==> src/rtl/dma_burst_pkg.sv <==
// Package: shared state encoding and beat-limit selector values for the
// burst bus-master. Assumes nothing beyond being compiled first.
package dma_burst_pkg;
    typedef enum logic [2:0] {
        ST_IDLE,   // off the bus, waiting for work
        ST_REQ,    // bus requested, waiting for grant
        ST_XFER,   // strobe out, waiting for acknowledge
        ST_NEXT,   // decide whether the tenure continues
        ST_GAP     // bus released, mandatory idle cycle
    } bst_t;

    localparam logic [1:0] LIM_SMALL = 2'd0;
    localparam logic [1:0] LIM_MED   = 2'd1;
endpackage

==> src/rtl/dma_beat_limiter.sv <==
// Counts acknowledged beats in a tenure and flags when the selected limit
// is reached. Byte mode scales the word limits by BYTES_PER_WORD.
// Assumes limit_sel and wide are stable during a tenure.
module dma_beat_limiter #(
    parameter int WORD_SMALL     = 1,
    parameter int WORD_MED       = 8,
    parameter int BYTES_PER_WORD = 2
) (
    input  logic       clk,
    input  logic       rst_n,
    input  logic       clear,
    input  logic       beat,
    input  logic       wide,
    input  logic [1:0] limit_sel,
    output logic       limit_hit
);
    import dma_burst_pkg::*;

    localparam int MAX_BEATS = WORD_MED * BYTES_PER_WORD;
    localparam int CNT_W     = $clog2(MAX_BEATS + 1);

    logic [CNT_W-1:0] cnt_q;
    logic [CNT_W-1:0] limit_v;

    // Select the beat count that ends the tenure.
    always_comb begin
        case (limit_sel)
            LIM_SMALL: limit_v = wide ? CNT_W'(WORD_SMALL) : CNT_W'(WORD_SMALL * BYTES_PER_WORD);
            LIM_MED:   limit_v = wide ? CNT_W'(WORD_MED)   : CNT_W'(MAX_BEATS);
            default:   limit_v = CNT_W'(MAX_BEATS);
        endcase
    end

    // Saturating beat counter, cleared at each tenure start.
    always_ff @(posedge clk) begin
        if (!rst_n || clear)
            cnt_q <= '0;
        else if (beat && cnt_q < CNT_W'(MAX_BEATS))
            cnt_q <= cnt_q + 1'b1;
    end

    assign limit_hit = !limit_sel[1] && (cnt_q >= limit_v);
endmodule

==> src/rtl/dma_ack_timer.sv <==
// Counts cycles that a strobe has waited without acknowledge and raises
// expire in the last allowed cycle. Assumes run stays high per transfer.
module dma_ack_timer #(
    parameter int TIMEOUT = 256
) (
    input  logic clk,
    input  logic rst_n,
    input  logic run,
    input  logic ack,
    output logic expire
);
    localparam int TW = $clog2(TIMEOUT);

    logic [TW-1:0] wait_q;

    // Restart on every acknowledge or whenever no strobe is out.
    always_ff @(posedge clk) begin
        if (!rst_n || !run || ack)
            wait_q <= '0;
        else
            wait_q <= wait_q + 1'b1;
    end

    assign expire = run && !ack && (wait_q == TW'(TIMEOUT - 1));
endmodule

==> src/rtl/dma_byte_lane.sv <==
// Reverses the byte order of a word when swap is set; for 16 bits this
// exchanges the two bytes. Pure combinational; DW must be a multiple of 8.
module dma_byte_lane #(
    parameter int DW = 16
) (
    input  logic          swap,
    input  logic [DW-1:0] din,
    output logic [DW-1:0] dout
);
    localparam int NB = DW / 8;

    for (genvar i = 0; i < NB; i++) begin : g_lane
        assign dout[i*8 +: 8] = swap ? din[(NB-1-i)*8 +: 8] : din[i*8 +: 8];
    end
endmodule

==> src/rtl/dma_burst_seq.sv <==
// Tenure sequencer: request, grant, strobe/acknowledge loop, three-way
// termination, timeout abort and the post-release idle cycle.
// Assumes bus_grant stays high while bus_req is high.
module dma_burst_seq (
    input  logic clk,
    input  logic rst_n,
    input  logic xfer_pending,
    input  logic bus_grant,
    input  logic mem_ack,
    input  logic rel_n,
    input  logic limit_hit,
    input  logic ack_expired,
    output logic bus_req,
    output logic mem_strobe,
    output logic burst_start,
    output logic beat_done,
    output logic timeout_abort
);
    import dma_burst_pkg::*;

    bst_t state_q, state_d;
    logic rel_seen_q;
    logic stop_now;

    assign burst_start   = (state_q == ST_REQ) && bus_grant && xfer_pending;
    assign beat_done     = (state_q == ST_XFER) && mem_ack;
    assign timeout_abort = (state_q == ST_XFER) && ack_expired;
    assign stop_now      = !xfer_pending || limit_hit || rel_seen_q || !rel_n;

    // Next-state selection for the tenure.
    always_comb begin
        state_d = state_q;
        case (state_q)
            ST_IDLE: if (xfer_pending) state_d = ST_REQ;
            ST_REQ:  if (bus_grant) state_d = xfer_pending ? ST_XFER : ST_GAP;
            ST_XFER: begin
                if (mem_ack)          state_d = ST_NEXT;
                else if (ack_expired) state_d = ST_GAP;
            end
            ST_NEXT: state_d = stop_now ? ST_GAP : ST_XFER;
            ST_GAP:  state_d = ST_IDLE;
            default: state_d = ST_IDLE;
        endcase
    end

    // State register.
    always_ff @(posedge clk) begin
        if (!rst_n) state_q <= ST_IDLE;
        else        state_q <= state_d;
    end

    // Remember a release request seen during the tenure.
    always_ff @(posedge clk) begin
        if (!rst_n || burst_start)
            rel_seen_q <= 1'b0;
        else if (!rel_n && (state_q == ST_XFER || state_q == ST_NEXT))
            rel_seen_q <= 1'b1;
    end

    assign bus_req    = (state_q == ST_REQ) || (state_q == ST_XFER) || (state_q == ST_NEXT);
    assign mem_strobe = (state_q == ST_XFER);
endmodule

==> src/rtl/dma_burst_master.sv <==
// Top of the burst bus-master: ties the sequencer, beat limiter, acknowledge
// timer and byte lanes together, and holds the address pointer, latched
// direction/traffic class and the sticky memory-error flag.
// Assumes configuration inputs are stable while bus_req is high.
module dma_burst_master #(
    parameter int ADDR_W     = 16,
    parameter int DATA_W     = 16,
    parameter int TIMEOUT    = 256,
    parameter int WORD_SMALL = 1,
    parameter int WORD_MED   = 8
) (
    input  logic              clk,
    input  logic              rst_n,
    input  logic              xfer_pending,
    input  logic              xfer_dir,
    input  logic              xfer_ctrl,
    input  logic [ADDR_W-1:0] base_addr,
    input  logic [DATA_W-1:0] wr_data,
    input  logic              cfg_wide,
    input  logic [1:0]        cfg_limit,
    input  logic              cfg_swap_data,
    input  logic              cfg_swap_ctrl,
    input  logic              err_clr,
    input  logic              bus_grant,
    input  logic              rel_n,
    input  logic              mem_ack,
    input  logic [DATA_W-1:0] mem_rdata,
    output logic              bus_req,
    output logic              mem_strobe,
    output logic              mem_we,
    output logic [ADDR_W-1:0] mem_addr,
    output logic [DATA_W-1:0] mem_wdata,
    output logic              wr_take,
    output logic              rd_valid,
    output logic [DATA_W-1:0] rd_data,
    output logic              mem_err
);
    localparam int BYTES_PER_WORD = DATA_W / 8;

    logic burst_start, beat_done, timeout_abort;
    logic limit_hit, ack_expired;
    logic [ADDR_W-1:0] addr_q;
    logic dir_q, ctrl_q, err_q, swap_en;

    dma_burst_seq u_seq (
        .clk          (clk),
        .rst_n        (rst_n),
        .xfer_pending (xfer_pending),
        .bus_grant    (bus_grant),
        .mem_ack      (mem_ack),
        .rel_n        (rel_n),
        .limit_hit    (limit_hit),
        .ack_expired  (ack_expired),
        .bus_req      (bus_req),
        .mem_strobe   (mem_strobe),
        .burst_start  (burst_start),
        .beat_done    (beat_done),
        .timeout_abort(timeout_abort)
    );

    dma_beat_limiter #(
        .WORD_SMALL    (WORD_SMALL),
        .WORD_MED      (WORD_MED),
        .BYTES_PER_WORD(BYTES_PER_WORD)
    ) u_lim (
        .clk      (clk),
        .rst_n    (rst_n),
        .clear    (burst_start),
        .beat     (beat_done),
        .wide     (cfg_wide),
        .limit_sel(cfg_limit),
        .limit_hit(limit_hit)
    );

    dma_ack_timer #(.TIMEOUT(TIMEOUT)) u_tmr (
        .clk   (clk),
        .rst_n (rst_n),
        .run   (mem_strobe),
        .ack   (mem_ack),
        .expire(ack_expired)
    );

    // Address pointer: load at grant, step per acknowledged transfer.
    always_ff @(posedge clk) begin
        if (!rst_n)
            addr_q <= '0;
        else if (burst_start)
            addr_q <= base_addr;
        else if (beat_done)
            addr_q <= addr_q + (cfg_wide ? ADDR_W'(BYTES_PER_WORD) : ADDR_W'(1));
    end

    // Latch direction and traffic class for the tenure.
    always_ff @(posedge clk) begin
        if (!rst_n) begin
            dir_q  <= 1'b0;
            ctrl_q <= 1'b0;
        end else if (burst_start) begin
            dir_q  <= xfer_dir;
            ctrl_q <= xfer_ctrl;
        end
    end

    // Sticky memory-error flag; a new timeout wins over the clear.
    always_ff @(posedge clk) begin
        if (!rst_n)             err_q <= 1'b0;
        else if (timeout_abort) err_q <= 1'b1;
        else if (err_clr)       err_q <= 1'b0;
    end

    assign swap_en = cfg_wide && (ctrl_q ? cfg_swap_ctrl : cfg_swap_data);

    dma_byte_lane #(.DW(DATA_W)) u_wr_lane (
        .swap(swap_en),
        .din (wr_data),
        .dout(mem_wdata)
    );

    dma_byte_lane #(.DW(DATA_W)) u_rd_lane (
        .swap(swap_en),
        .din (mem_rdata),
        .dout(rd_data)
    );

    assign mem_addr = addr_q;
    assign mem_we   = mem_strobe && dir_q;
    assign wr_take  = beat_done && dir_q;
    assign rd_valid = beat_done && !dir_q;
    assign mem_err  = err_q;
endmodule

==> config.mk <==
export PLATFORM = sky130hd
export DESIGN_NAME = dma_burst_master
export DESIGN_NICKNAME = d
export VERILOG_FILES = /design/src/rtl/dma_burst_pkg.sv /design/src/rtl/dma_beat_limiter.sv /design/src/rtl/dma_ack_timer.sv /design/src/rtl/dma_byte_lane.sv /design/src/rtl/dma_burst_seq.sv /design/src/rtl/dma_burst_master.sv
export SDC_FILE = /design/constraint.sdc
export NUM_CORES = 1
export LEC_CHECK = 0
export ABC_AREA = 1
export BUFFER_PORTS_ARGS = -buffer_cell sky130_fd_sc_hd__buf_2
export CAP_MARGIN = 20
export CORE_AREA = 2 2 77 79
export DETAILED_ROUTE_END_ITERATION = 7
export DIE_AREA = 0 0 79 81
export PLACE_DENSITY = 0.87
export SLEW_MARGIN = 20
export SYNTH_ARGS = -nofsm -noshare
export SYNTH_HDL_FRONTEND = slang
export SYNTH_SLANG_ARGS = --single-unit
export TNS_END_PERCENT = 20
==> constraint.sdc <==
create_clock -name clk -period 3 [get_ports clk]
set_input_delay 0.75 -clock clk [delete_from_list [all_inputs] [get_ports clk]]
set_output_delay 0.75 -clock clk [all_outputs]
set_load 0.01 [all_outputs]
==> impl_metrics.tcl <==
set metrics [dict create \
    synth_seq_cells 36 \
    syn_avg_cell_area_um2 6.01 \
    core_um2 5680 \
    swShare 0.330 \
    vias 3093 \
    drc 0 \
    ys_warn_count 0 \
    p_per_area_nw_per_um2 366 \
    cts_buffers 5 \
    synth_edf_count 0 \
    grt_pass1_vias 2832 \
    final.period_utilization 0.911 \
    ios 116 \
    grt_use_total 0.229 \
    grt_max_degree 49 \
    synthCells 430 \
    internal_power_uw 818 \
    rsz0062_at_grt "false" \
    slew_headroom 0.727 \
    seqPwrFrac 0.423 \
    viasPerCell 5.00 \
    crit_required_ps 2250 \
    power_mw 1.22 \
    crit_path_end_kind "output pin" \
    maxCapViolations 0 \
    path_class "primary input to output pin" \
    synth_top_cell_area_share 0.279 \
    io_buffers 115 \
    synth_cell_types 35 \
    hold_buffers 0 \
    antenna_found_initial 0 \
    die_w_um 79 \
    rows 28 \
    initial_core_util 0.455 \
    gp_congestion 0.924 \
    dr.pass1.iters 4 \
    grt_pass1_wl_mm 11.8 \
    cts.sinks 36 \
    cts_buffer_depth 2 \
    tns_ps 0 \
    arrival_ps 1980 \
    outcome "finished, final reports clean" \
    power_frac_comb 0.278 \
    net-switching-power_uw 402 \
    max_freq_ghz 0.366 \
    root_buffer "clkbuf_8" \
    seq_area_frac_synth 0.279 \
    fin_hold_ws_ps 458 \
    peakVddDrop_mv 0.215 \
    die_h_um 81 \
    dp.final_hpwl_mm 5.78 \
    drt_iter0_drc 162 \
    overflow 0 \
    skew_ps 11.6 \
    crit_path_start_kind "primary input" \
    synthArstFlopShare 0 \
    min_path_type "flop to flop" \
    dieArea_um2 6400 \
    n_antenna_cell 0 \
    syn-num-nets 501 \
    synth.largest_area_cell "dfxtp_1" \
    slew_violations 0 \
    cts_resized 0 \
    drive_gt1_frac 0.262 \
    htreeDepth 2 \
    hold_viol_final 0 \
    path_max_fanout 48 \
    totalWireLength_mm 7.37 \
    cts.reportedPaths.clkPinSlew_ps 70 \
    cts_tree "done" \
    setup_viol 0 \
    post_cts_buffers 0 \
    synthTopCellsByArea "dfxtp_1 28%, nand2_1 14%, nor2_1 9.7%" \
    clkPwrFrac 0.299 \
    layout_min_cycle_time_ps 2730 \
    nets 613 \
    synth_ff_type "dfxtp_1" \
    leakage_nw 1.70 \
    synth_area_um2 2580 \
    wire_per_inst_um 11.9 \
    worst_pin_slew_ps 408 \
    clock_latency_ps 290 \
    synthTopCellsByCount "95 x nand2_1, 67 x nor2_1, 64 x inv_1" \
    yosysMostFrequentCell "nand2_1" \
    area_delta_synth_final_pct 28.9 \
    ant_nets 0 \
]
==> kinds of logic (layout without fill, tap and decap cells) <==
logic type | after synthesis | count (layout) | share of synthesized area
AOI/OAI and AO/OA | 83 | 83 | 0.170
xor gates and xnor gates | 3 | 3 | 0.0102
adders and majority gates | 9 | 9 | 0.0465
buffers and inverters | 84 | 197 | 0.127
DFF | 36 | 36 | 0.279
and+or+nand+nor | 215 | 215 | 0.367
==> cells in the final DEF (no fill, tap or decap), types with 3 or more instances in the layout <==
cell type and n:
dfxtp_1 36, o21ai_0 33, inv_1 64, nand2_1 95, nand4_1 6, clkbuf_8 6, nand3_1 24, nand3b_1 4
buf_2 115, ha_1 8, inv_2 5, nor2_1 67, o211ai_1 3, a21oi_1 38, a31oi_1 4, nor3_1 7
==> power by group through the flow <==
stage	clock [mW]	sequential, mW	combinational [mW]
global route	0.387	0.519	0.383
detailed placement	0	0.527	0.339
floorplan	0	0.528	0.199
finish	0.365	0.517	0.339
global placement	0	0.527	0.328
CTS	0.373	0.516	0.340
==> final timing paths <==
kind | slack, ps | from | endpoint | cells after the start
setup / recovery | 270 | cfg_wide | rd_data[13] | 7
hold / removal | 460 | u_seq.rel_seen_q | u_seq.rel_seen_q | 2
setup reg to reg | 950 | mem_addr[0] | mem_addr[10] | 13
hold reg to reg | 460 | u_seq.rel_seen_q | u_seq.rel_seen_q | 2
==> sequential cells by signal (all words and copies together), names as in the netlist <==
| name | cells |
|---|---|
| mem_addr | 16 |
| ctrl_q | 1 |
| u_seq.state_q | 3 |
| u_seq.rel_seen_q | 1 |
| u_lim.cnt_q | 5 |
| u_tmr.wait_q | 8 |
| dir_q | 1 |
| mem_err | 1 |
==> routing by layer <==
| metal | up-vias | global-route usage | share of wire |
|---|---|---|---|
| met4 | 0 | 0.117 | 0.028 |
| met1 | 1342 | 0.247 | 0.40 |
| li1 | 1592 | - | - |
| met5 | - | 0 | 0 |
| met3 | 26 | 0.0589 | 0.090 |
| met2 | 133 | 0.414 | 0.48 |
==> through the flow <==
step / instance area [µm²] / setup WS, ps / utilization / cells
finish: 3330 / 267 / 0.587 / 618
global route: 3330 / 70.7 / 0.587 / 618
CTS: 3330 / 270 / 0.587 / 618
detailed placement: 3240 / 252 / 0.571 / 610
global placement: 3240 / 255 / 0.571 / 610
floorplan: 2580 / 474 / - / 430
==> worst max-delay path, cell delays in order <==
cell	delay, ps
buf_2	120
inv_1	120
nor2_1	220
o21ai_4	170
buf_12	210
o21ai_0	210
buf_2	170
==> area by class of cell <==
cell class | count | area, µm²
Fill cell | 554 | 2340
Multi-Input combinational cell | 310 | 1550
Sequential cell | 36 | 721
Timing Repair Buffer | 118 | 611
Inverter | 71 | 267
Tap cell | 75 | 93.8
Clock buffer | 7 | 86.3
Clock inverter | 1 | 7.51
(Power assumes the default switching activity.)
